<file path="config.mk">
export PLATFORM = sky130hd
export DESIGN_NAME = ts_gap_monitor
export DESIGN_NICKNAME = d
export VERILOG_FILES = /design/src/rtl/ts_gap_pkg.sv /design/src/rtl/ts_gap_limits.sv /design/src/rtl/ts_gap_interval.sv /design/src/rtl/ts_gap_combo.sv /design/src/rtl/ts_gap_tally.sv /design/src/rtl/ts_gap_monitor.sv
export SDC_FILE = /design/constraint.sdc
export NUM_CORES = 1
export LEC_CHECK = 0
export ABC_AREA = 1
export BUFFER_PORTS_ARGS = -buffer_cell sky130_fd_sc_hd__buf_2
export CAP_MARGIN = 15
export CORE_MARGIN = 4
export CORE_UTILIZATION = 40
export DETAILED_ROUTE_END_ITERATION = 6
export MAX_ROUTING_LAYER = met4
export PLACE_DENSITY = 0.64
export SLEW_MARGIN = 10
export SYNTH_ARGS = -nofsm -noshare
export SYNTH_HDL_FRONTEND = slang
export SYNTH_SLANG_ARGS = --single-unit
</file>
<file path="constraint.sdc">
create_clock -name clk -period 3.1 [get_ports clk]
set_input_delay 0.62 -clock clk [delete_from_list [all_inputs] [get_ports clk]]
set_output_delay 0.62 -clock clk [all_outputs]
set_load 0.01 [all_outputs]
</file>
<file path="src/rtl/ts_gap_pkg.sv">
package ts_gap_pkg;

    localparam int NKIND = 5;
    localparam int NIVL  = 3;

    typedef enum int {
        K_TREF      = 0,
        K_SREF      = 1,
        K_STAMP     = 2,
        K_DEC_ALONE = 3,
        K_BARE_UNIT = 4
    } viol_kind_e;

    typedef struct packed {
        logic tref;
        logic sref;
        logic pres;
        logic dec;
        logic unit;
    } ts_events_t;

    function automatic logic stamp_seen(ts_events_t e);
        return e.pres | e.dec;
    endfunction

endpackage

</file>
<file path="src/rtl/ts_gap_limits.sv">
module ts_gap_limits #(
    parameter int LIM_W     = 16,
    parameter int TREF_DEF  = 9000,
    parameter int SREF_DEF  = 63000,
    parameter int STAMP_DEF = 63000
) (
    input  logic                                clk,
    input  logic                                rst,
    input  logic                                we,
    input  logic [1:0]                          sel,
    input  logic [LIM_W-1:0]                    data,
    output logic [ts_gap_pkg::NIVL-1:0][LIM_W-1:0] lim
);
    import ts_gap_pkg::*;

    localparam logic [NIVL-1:0][LIM_W-1:0] DEFS =
        {LIM_W'(STAMP_DEF), LIM_W'(SREF_DEF), LIM_W'(TREF_DEF)};

    for (genvar g = 0; g < NIVL; g++) begin : g_reg
        always_ff @(posedge clk) begin
            if (rst)
                lim[g] <= DEFS[g];
            else if (we && sel == 2'(g))
                lim[g] <= data;
        end
    end

endmodule

</file>
<file path="src/rtl/ts_gap_interval.sv">
module ts_gap_interval #(
    parameter int LIM_W = 16
) (
    input  logic             clk,
    input  logic             rst,
    input  logic             tick,
    input  logic             ev,
    input  logic [LIM_W-1:0] limit,
    output logic             viol
);
    logic             armed;
    logic             overdue;
    logic [LIM_W-1:0] elapsed;

    always_comb
        viol = armed && !overdue && tick && !ev && (elapsed >= limit);

    always_ff @(posedge clk) begin
        if (rst) begin
            armed   <= 1'b0;
            overdue <= 1'b0;
            elapsed <= '0;
        end else if (ev) begin
            armed   <= 1'b1;
            overdue <= 1'b0;
            elapsed <= '0;
        end else if (armed && tick && !overdue) begin
            elapsed <= elapsed + 1'b1;
            if (viol)
                overdue <= 1'b1;
        end
    end

    AST_ONCE_PER_GAP: assert property (@(posedge clk) disable iff (rst)
        viol |=> !viol);

    AST_ARM_HOLD: assert property (@(posedge clk) disable iff (rst)
        armed |=> armed);

endmodule

</file>
<file path="src/rtl/ts_gap_combo.sv">
module ts_gap_combo (
    input  logic pres,
    input  logic dec,
    input  logic unit,
    output logic dec_alone,
    output logic bare_unit
);
    always_comb begin
        dec_alone = dec && !pres;
        bare_unit = unit && !(pres || dec);
    end
endmodule

</file>
<file path="src/rtl/ts_gap_tally.sv">
module ts_gap_tally #(
    parameter int VCNT_W = 8
) (
    input  logic              clk,
    input  logic              rst,
    input  logic              hit,
    input  logic              clr,
    output logic              flag,
    output logic [VCNT_W-1:0] cnt
);
    localparam logic [VCNT_W-1:0] CEIL = {VCNT_W{1'b1}};

    always_ff @(posedge clk) begin
        if (rst) begin
            flag <= 1'b0;
            cnt  <= '0;
        end else begin
            if (hit)
                flag <= 1'b1;
            else if (clr)
                flag <= 1'b0;
            if (hit && cnt != CEIL)
                cnt <= cnt + 1'b1;
        end
    end

    AST_FLAG_STICKY: assert property (@(posedge clk) disable iff (rst)
        (flag && !clr) |=> flag);

    AST_CNT_CEIL_HOLD: assert property (@(posedge clk) disable iff (rst)
        (cnt == CEIL) |=> (cnt == CEIL));

    AST_CNT_STEP: assert property (@(posedge clk) disable iff (rst)
        !$stable(cnt) |-> (cnt == $past(cnt) + 1'b1));

endmodule

</file>
<file path="src/rtl/ts_gap_monitor.sv">
module ts_gap_monitor #(
    parameter int LIM_W     = 16,
    parameter int VCNT_W    = 8,
    parameter int TREF_DEF  = 9000,
    parameter int SREF_DEF  = 63000,
    parameter int STAMP_DEF = 63000
) (
    input  logic                    clk,
    input  logic                    rst,
    input  logic                    tick_en,
    input  logic                    tref_ev,
    input  logic                    sref_ev,
    input  logic                    pres_ev,
    input  logic                    dec_ev,
    input  logic                    unit_ev,
    input  logic                    flag_clr,
    input  logic                    cfg_we,
    input  logic [1:0]              cfg_sel,
    input  logic [LIM_W-1:0]        cfg_data,
    output logic [4:0]              viol_flag,
    output logic [5*VCNT_W-1:0]     viol_cnt
);
    import ts_gap_pkg::*;

    ts_events_t                   evs;
    logic [NIVL-1:0]              ivl_ev;
    logic [NIVL-1:0][LIM_W-1:0]   lim;
    logic [NKIND-1:0]             hits;

    always_comb begin
        evs = '{tref: tref_ev, sref: sref_ev, pres: pres_ev,
                dec: dec_ev, unit: unit_ev};
        ivl_ev[K_TREF]  = evs.tref;
        ivl_ev[K_SREF]  = evs.sref;
        ivl_ev[K_STAMP] = stamp_seen(evs);
    end

    ts_gap_limits #(
        .LIM_W(LIM_W), .TREF_DEF(TREF_DEF),
        .SREF_DEF(SREF_DEF), .STAMP_DEF(STAMP_DEF)
    ) u_limits (
        .clk(clk), .rst(rst), .we(cfg_we), .sel(cfg_sel),
        .data(cfg_data), .lim(lim)
    );

    for (genvar g = 0; g < NIVL; g++) begin : g_ivl
        ts_gap_interval #(.LIM_W(LIM_W)) u_ivl (
            .clk(clk), .rst(rst), .tick(tick_en), .ev(ivl_ev[g]),
            .limit(lim[g]), .viol(hits[g])
        );
    end

    ts_gap_combo u_combo (
        .pres(evs.pres), .dec(evs.dec), .unit(evs.unit),
        .dec_alone(hits[K_DEC_ALONE]), .bare_unit(hits[K_BARE_UNIT])
    );

    for (genvar k = 0; k < NKIND; k++) begin : g_tally
        ts_gap_tally #(.VCNT_W(VCNT_W)) u_tally (
            .clk(clk), .rst(rst), .hit(hits[k]), .clr(flag_clr),
            .flag(viol_flag[k]), .cnt(viol_cnt[k*VCNT_W +: VCNT_W])
        );
    end

    AST_DEC_ALONE_FLAG: assert property (@(posedge clk) disable iff (rst)
        (dec_ev && !pres_ev) |=> viol_flag[K_DEC_ALONE]);

    AST_BARE_UNIT_FLAG: assert property (@(posedge clk) disable iff (rst)
        (unit_ev && !pres_ev && !dec_ev) |=> viol_flag[K_BARE_UNIT]);

    AST_NO_TICK_NO_GAP_VIOL: assert property (@(posedge clk) disable iff (rst)
        (!tick_en && !flag_clr) |=> ($past(viol_flag[2:0]) == viol_flag[2:0]));

endmodule

</file>
==> impl_metrics.yaml, run 1 <==
run_status:
  outcome: "completed"
yosys:
  async_reset_ff_share_pct: 0
  adder_and_majority_gate_portion_of_the_synthesized_area_pct: 9.121
  synth_seq_cells: 147
  syn_inst: 1076
  synth_simple_gate_area_share_pct: 26.22
  share_of_the_yosys_chip_area_belonging_to_registers_pct: 38.31
  yosys-top-cells-area: "sky130_fd_sc_hd__dfxtp_1 38%, sky130_fd_sc_hd__nand2_1 10%, sky130_fd_sc_hd__inv_1 9.2%"
  post_synth_xor_area_fraction_pct: 1.140
  mux_cell_area_share_after_synthesis_pct: 0
  yosys.cell_count.top_type: "sky130_fd_sc_hd__nand2_1"
  synth_cell_types: 39
  synth_area_leader_cell: "sky130_fd_sc_hd__dfxtp_1"
  ys_warn_count: 0
  main_combinational_cell_family_by_area_after_synthesis: "simple AND/OR/NAND/NOR gates"
  synth-compound-area-share_pct: 14.07
  synth_largest_type_area_fraction_pct: 38.31
  net_count_of_the_mapped_netlist: 1160
  synthesis.area_per_instance_sq_um: 7.140
  synthTopCellsByCount: "209 x sky130_fd_sc_hd__nand2_1, 188 x sky130_fd_sc_hd__inv_1, 147 x sky130_fd_sc_hd__dfxtp_1"
  synth-edff-count: 0
  mappedNetlistArea_sq_um: 7682
  synthFlopType: "sky130_fd_sc_hd__dfxtp_1"
sta:
  finalCriticalPeriod_ns: 2.197
  max_slew_margin_pct: 49.57
  timing_worst_slew_pin_value_ns: 0.7537
  hold_viol: 0
  unrepaired_setup_endpoints_after_global_routing: "no"
  final_max_slew_viol_count: 0
  finalSetupViolations: 0
  final.period_utilization_pct: 70.88
  setup_total_negative_slack_ns: 0
  final.setup_skew_ns: 0.01207
  max_freq_mhz: 455.1
placed_design:
  place.detailed.instances: 1359
  place.detailed.hpwl_um: 12490
  gp_routability_congestion: 0.8202
  dpl_cell_area_sq_um: 8262
  numPortBuffers: 72
clocking:
  hold_bufs_inserted_after_cts: 0
  clock_path_buffers: 2
  number_of_clock_buffers_inserted_by_tritoncts: 17
  post_cts.repair.setup_buffers: 0
  clkSinkCount: 147
  insertion_delay_ns: 0.43
  cts_htree_levels: 4
  cts_root_buffer: "sky130_fd_sc_hd__clkbuf_16"
  postCtsResizedCells: 0
  tritoncts_clock_tree: "yes"
  cts.reportedPaths.clkPinSlew_ns: 0.06
power_and_ir_drop:
  ir_drop_uv: 380.8
  fin_total_pwr_w: 0.004279
  p_leak_nw: 3.981
  cellPowerDensity_nw_per_um2: 482.3
cells_and_area:
  utilization_pct: 47.28
  drive_above_1_share_pct: 12.53
  final_cells: 1393
  finish.instance_area_sq_um: 8874
  finish.net_count: 1228
  layout-area-overhead-vs-synth_pct: 15.50
routing:
  drt_drc_violations_left: 0
  dr_total_vias: 6719
  drt_pre_antenna_iters: 5
  first_iter_violations: 279
  via_per_inst: 4.823
  avgRoutedWirePerCell_um: 12.08
  routed_wl_um: 16830
  antenna_left: 0
global_routing:
  first_global_vias: 6180
  grt_max_degree: 87
  wire_length_of_the_first_global_routing_pass_um: 28370
  grt_overflow_total: 0
  grt_usage_pct: 16.52
  grt_antenna_before_repair: 2
worst_setup_path:
  worst_path_required_ns: 3.46
  worstSetupPathType: "reg -> reg"
  worstSetupEndpointType: "flip-flop"
  worst_setup_path_start_kind: "flip-flop"
  cp.arrival_ns: 2.56
  crit_path_max_fanout: 13
die:
  dieArea_sq_um: 21490
  die_width_um: 146.6
  fp.coreArea_sq_um: 18770
  io_pins: 73
  num_rows: 50
  chipHeight_um: 146.6
  start_util_pct: 40.93
worst_hold_path:
  timing.hold.worst.class: "in -> reg"
job:
  drv_cap: 0
-- final timing paths --
check / startpoint / slack [ns] / endpoint / depth (start not counted)
max: u_limits.lim[31] / 0.90 / g_tally[1].u_tally.cnt[0] / 10
min: sref_ev / 0.45 / g_ivl[1].u_ivl.armed / 3
max reg2reg: u_limits.lim[31] / 0.90 / g_tally[1].u_tally.cnt[0] / 10
min reg2reg: u_limits.lim[10] / 0.46 / u_limits.lim[10] / 2
-- cell usage in the layout, fill, tap and decap left out, types with 3 or more instances in the layout --
master                         n
sky130_fd_sc_hd__buf_2        72
sky130_fd_sc_hd__ha_1         56
sky130_fd_sc_hd__nand4_1      30
sky130_fd_sc_hd__clkbuf_16    17
sky130_fd_sc_hd__inv_1       187
sky130_fd_sc_hd__xnor2_1       4
sky130_fd_sc_hd__clkinvlp_4    4
sky130_fd_sc_hd__inv_2         3
sky130_fd_sc_hd__nand3_4       3
sky130_fd_sc_hd__nor2_1      113
sky130_fd_sc_hd__nor2_4        7
sky130_fd_sc_hd__clkbuf_8      4
sky130_fd_sc_hd__xor2_1        6
sky130_fd_sc_hd__nor2_2        4
sky130_fd_sc_hd__nand2_1     209
sky130_fd_sc_hd__dfxtp_1     147
sky130_fd_sc_hd__nand3_1      43
sky130_fd_sc_hd__o21ai_0      69
sky130_fd_sc_hd__o211ai_1     21
sky130_fd_sc_hd__buf_4         6
sky130_fd_sc_hd__a21oi_1      98
sky130_fd_sc_hd__nor3_2        4
sky130_fd_sc_hd__nand2_2       5
sky130_fd_sc_hd__nor3_1       13
-- sequential cells by signal, indices dropped and copies added, names as in the netlist --
| name | flops |
|---|---|
| g_ivl.u_ivl.overdue | 3 |
| g_tally.u_tally.flag | 5 |
| g_ivl.u_ivl.elapsed | 48 |
| u_limits.lim | 48 |
| g_ivl.u_ivl.armed | 3 |
| g_tally.u_tally.cnt | 40 |
-- power by group --
| group | total [W] | internal (W) | leakage (nW) | switching [W] |
|---|---|---|---|---|
| Combinational | 0.000244 | 0.0000837 | 2.50 | 0.000160 |
| Sequential | 0.00195 | 0.00193 | 1.19 | 0.0000176 |
| Clock | 0.00209 | 0.00127 | 0.288 | 0.000816 |
-- layout make-up --
class                      count  area (sq um)
antenna                        2         5.005
clock buffer                  21         480.5
clock inverter                11         126.4
fill                        1889          9894
inverter                     191         716.9
multi-input combinational    708          3884
sequential                   147          2943
tap                          234         292.8
timing repair buffer          79         425.4
-- routing by layer --
layer  wire [um]  up-vias  track usage, %
li1            -     3604               -
met1        7904     3000           19.75
met2        8052       95           26.94
met3         502       20           3.693
met4         371        0           6.773
met5           0        -               -
-- kinds of logic after synthesis --
| kind of cell | after synthesis |
|---|---|
| simple gates | 442 |
| fa+ha+maj | 56 |
| buf+inv | 221 |
| flops | 147 |
| xor+xnor | 10 |
| compound gates | 200 |
-- stage by stage --
step	worst slack, ns	hold WS (ns)
floorplan	1.334	0.4331
global placement	0.9198	0.4471
detailed placement	0.8783	0.4523
CTS	0.8634	0.4398
global route	0.6837	0.4553
finish	0.9028	0.4537
-- worst max-delay path, stage by stage (launching register included) --
cell and delay, ns:
sky130_fd_sc_hd__dfxtp_1 0.31, sky130_fd_sc_hd__inv_1 0.05, sky130_fd_sc_hd__ha_1 0.29, sky130_fd_sc_hd__nand2_1 0.09, sky130_fd_sc_hd__nor4_1 0.48, sky130_fd_sc_hd__nand2_1 0.10
sky130_fd_sc_hd__nand2_1 0.32, sky130_fd_sc_hd__nand3_1 0.24, sky130_fd_sc_hd__nand2_1 0.13, sky130_fd_sc_hd__inv_1 0.04, sky130_fd_sc_hd__nor2_1 0.08
(Power assumes the default switching activity.)
==> run 2: changes to the inputs <==
PLACE_DENSITY = 0.66   (was 0.64)
clock period = 1.8 ns   (was 3.1 ns; I/O delays follow)
==> run 2 against run 1 <==
Die area is the same; flip-flop and latch count unchanged; clock power increased by 80%; critical path type unchanged; sequential share of layout area shrank 2.9 points; setup slack got worse by 0.84 ns; via count up 3.4%.
==> impl_metrics.yaml, run 2 (synthesis results as in run 1) <==
cells_and_area:
  leading_cell_type_in_the_layout_fill_and_taps_excluded: "sky130_fd_sc_hd__nand2_1"
  reg.largest.list: "g_ivl.u_ivl.elapsed x48, u_limits.lim x48, g_tally.u_tally.cnt x40"
  layout.filler_cells: 1756
  layout-area-overhead-vs-synth_pct: 27.31
  most-common-layout-cells: "194 x sky130_fd_sc_hd__nand2_1, 170 x sky130_fd_sc_hd__inv_1, 130 x sky130_fd_sc_hd__dfxtp_1"
  finish.net_count: 1274
  final_cells: 1436
  finish.instance_area_sq_um: 9781
  antenna-diode-count: 0
  drive_above_1_share_pct: 23.88
sta:
  max_slew_margin_pct: 62.78
  final_max_slew_viol_count: 0
  setup_total_negative_slack_ns: 0
  final.setup_skew_ns: 0.006850
  unrepaired_setup_endpoints_after_global_routing: "yes"
  hold_viol: 0
  final.period_utilization_pct: 96.41
  finalSetupViolations: 0
  max_freq_mhz: 576.2
  finalCriticalPeriod_ns: 1.735
  timing_worst_slew_pin_value_ns: 0.5576
die:
  io_pins: 73
  chipHeight_um: 146.6
  num_rows: 50
  start_util_pct: 40.93
  fp.coreArea_sq_um: 18770
  dieArea_sq_um: 21490
  die_width_um: 146.6
routing:
  routed_wl_um: 17980
  first_iter_violations: 248
  via_per_inst: 4.838
  antenna_left: 0
  avgRoutedWirePerCell_um: 12.52
  dr_total_vias: 6947
  drt_pre_antenna_iters: 4
  drt_drc_violations_left: 0
worst_setup_path:
  cp.arrival_ns: 2.05
  critical_path.startpoint: "u_limits.lim[26]"
  worstSetupPathType: "reg -> reg"
  worstSetupEndpointType: "flip-flop"
  reg2reg_depth: 10
  crit_path_max_fanout: 12
  worst_setup_path_start_kind: "flip-flop"
  worst_path_required_ns: 2.12
  worst_r2r_startpoint: "u_limits.lim[26]"
clocking:
  tritoncts_clock_tree: "yes"
  cts_root_buffer: "sky130_fd_sc_hd__clkbuf_16"
  clkSinkCount: 147
  number_of_clock_buffers_inserted_by_tritoncts: 17
  cts_htree_levels: 4
  insertion_delay_ns: 0.42
  hold_bufs_inserted_after_cts: 0
  cts.reportedPaths.clkPinSlew_ns: 0.06
  clock_path_buffers: 2
global_routing:
  grt_antenna_before_repair: 0
  grt_overflow_total: 0
  grt_usage_pct: 16.88
  wire_length_of_the_first_global_routing_pass_um: 29380
  grt_max_degree: 67
  first_global_vias: 6539
worst_hold_path:
  whs_path_depth: 3
  timing.hold.worst.class: "in -> reg"
  timing.hold.worst.start: "sref_ev"
power_and_ir_drop:
  cellPowerDensity_nw_per_um2: 778.1
  fin_total_pwr_w: 0.007610
  ir_drop_uv: 621.3
  p_leak_nw: 4.281
placed_design:
  place.detailed.hpwl_um: 12630
  gp_routability_congestion: 0.8407
  place.detailed.instances: 1398
  dpl_cell_area_sq_um: 8579
  numPortBuffers: 72
run_status:
  outcome: "completed"
job:
  drv_cap: 0
[run 2: timing repair]
item	4_1_cts	5_1_grt
resized for setup	6	105
setup buffers	1	5
pin swaps	1	17
gates cloned	0	2
endpoints found under the setup margin	10	30
[run 2: worst paths after layout]
path / to / slack (ns)
hold reg to reg: u_limits.lim[10] / 0.46
setup reg to reg: g_tally[1].u_tally.cnt[1] / 0.06
setup / recovery: g_tally[1].u_tally.cnt[1] / 0.06
hold / removal: g_ivl[1].u_ivl.armed / 0.21
[run 2: final cells by class]
type,instances,area [sq um],share of cell area (%)
multi-input combinational,708,4350,44.48
clock buffer,21,470.5,4.810
timing repair buffer,125,830.8,8.494
clock inverter,10,155.1,1.586
tap,234,292.8,2.993
inverter,191,716.9,7.330
sequential,147,2964,30.31
[run 2: worst max-delay path, cell delays in order (launching register included)]
cell	delay, ns
sky130_fd_sc_hd__dfxtp_1	0.32
sky130_fd_sc_hd__inv_1	0.06
sky130_fd_sc_hd__ha_1	0.27
sky130_fd_sc_hd__nand2_1	0.08
sky130_fd_sc_hd__o21ai_1	0.30
sky130_fd_sc_hd__a21oi_4	0.13
sky130_fd_sc_hd__nand2_8	0.13
sky130_fd_sc_hd__buf_4	0.12
sky130_fd_sc_hd__nand4_1	0.09
sky130_fd_sc_hd__nand2_1	0.08
sky130_fd_sc_hd__nor2_1	0.04
[run 2: routing by layer]
metal	part of all wire (%)	GRT usage [%]	wire, um	vias up
met5	0	-	0	-
met4	1.8	6.773	331	0
met3	2.3	2.917	405	24
met2	50	28.16	8946	83
met1	46	20.27	8294	3137
li1	-	-	-	3703
[run 2: through the flow]
stage / hold WS [ns] / setup WS (ns) / utilization [%]
global route: 0.2205 / -0.04030 / 52.11
finish: 0.2122 / 0.06461 / 52.11
detailed placement: 0.4528 / -0.1702 / 45.71
global placement: 0.4419 / -0.09303 / 45.71
CTS: 0.1888 / 0.001675 / 49.25
floorplan: 0.4331 / 0.1018 / -
[run 2: power breakdown]
group / switching [W] / leakage, nW / total, W / internal [W]
combinational: 0.000300 / 2.78 / 0.000482 / 0.000182
clock: 0.00136 / 0.305 / 0.00377 / 0.00241
sequential: 0.0000319 / 1.20 / 0.00336 / 0.00333
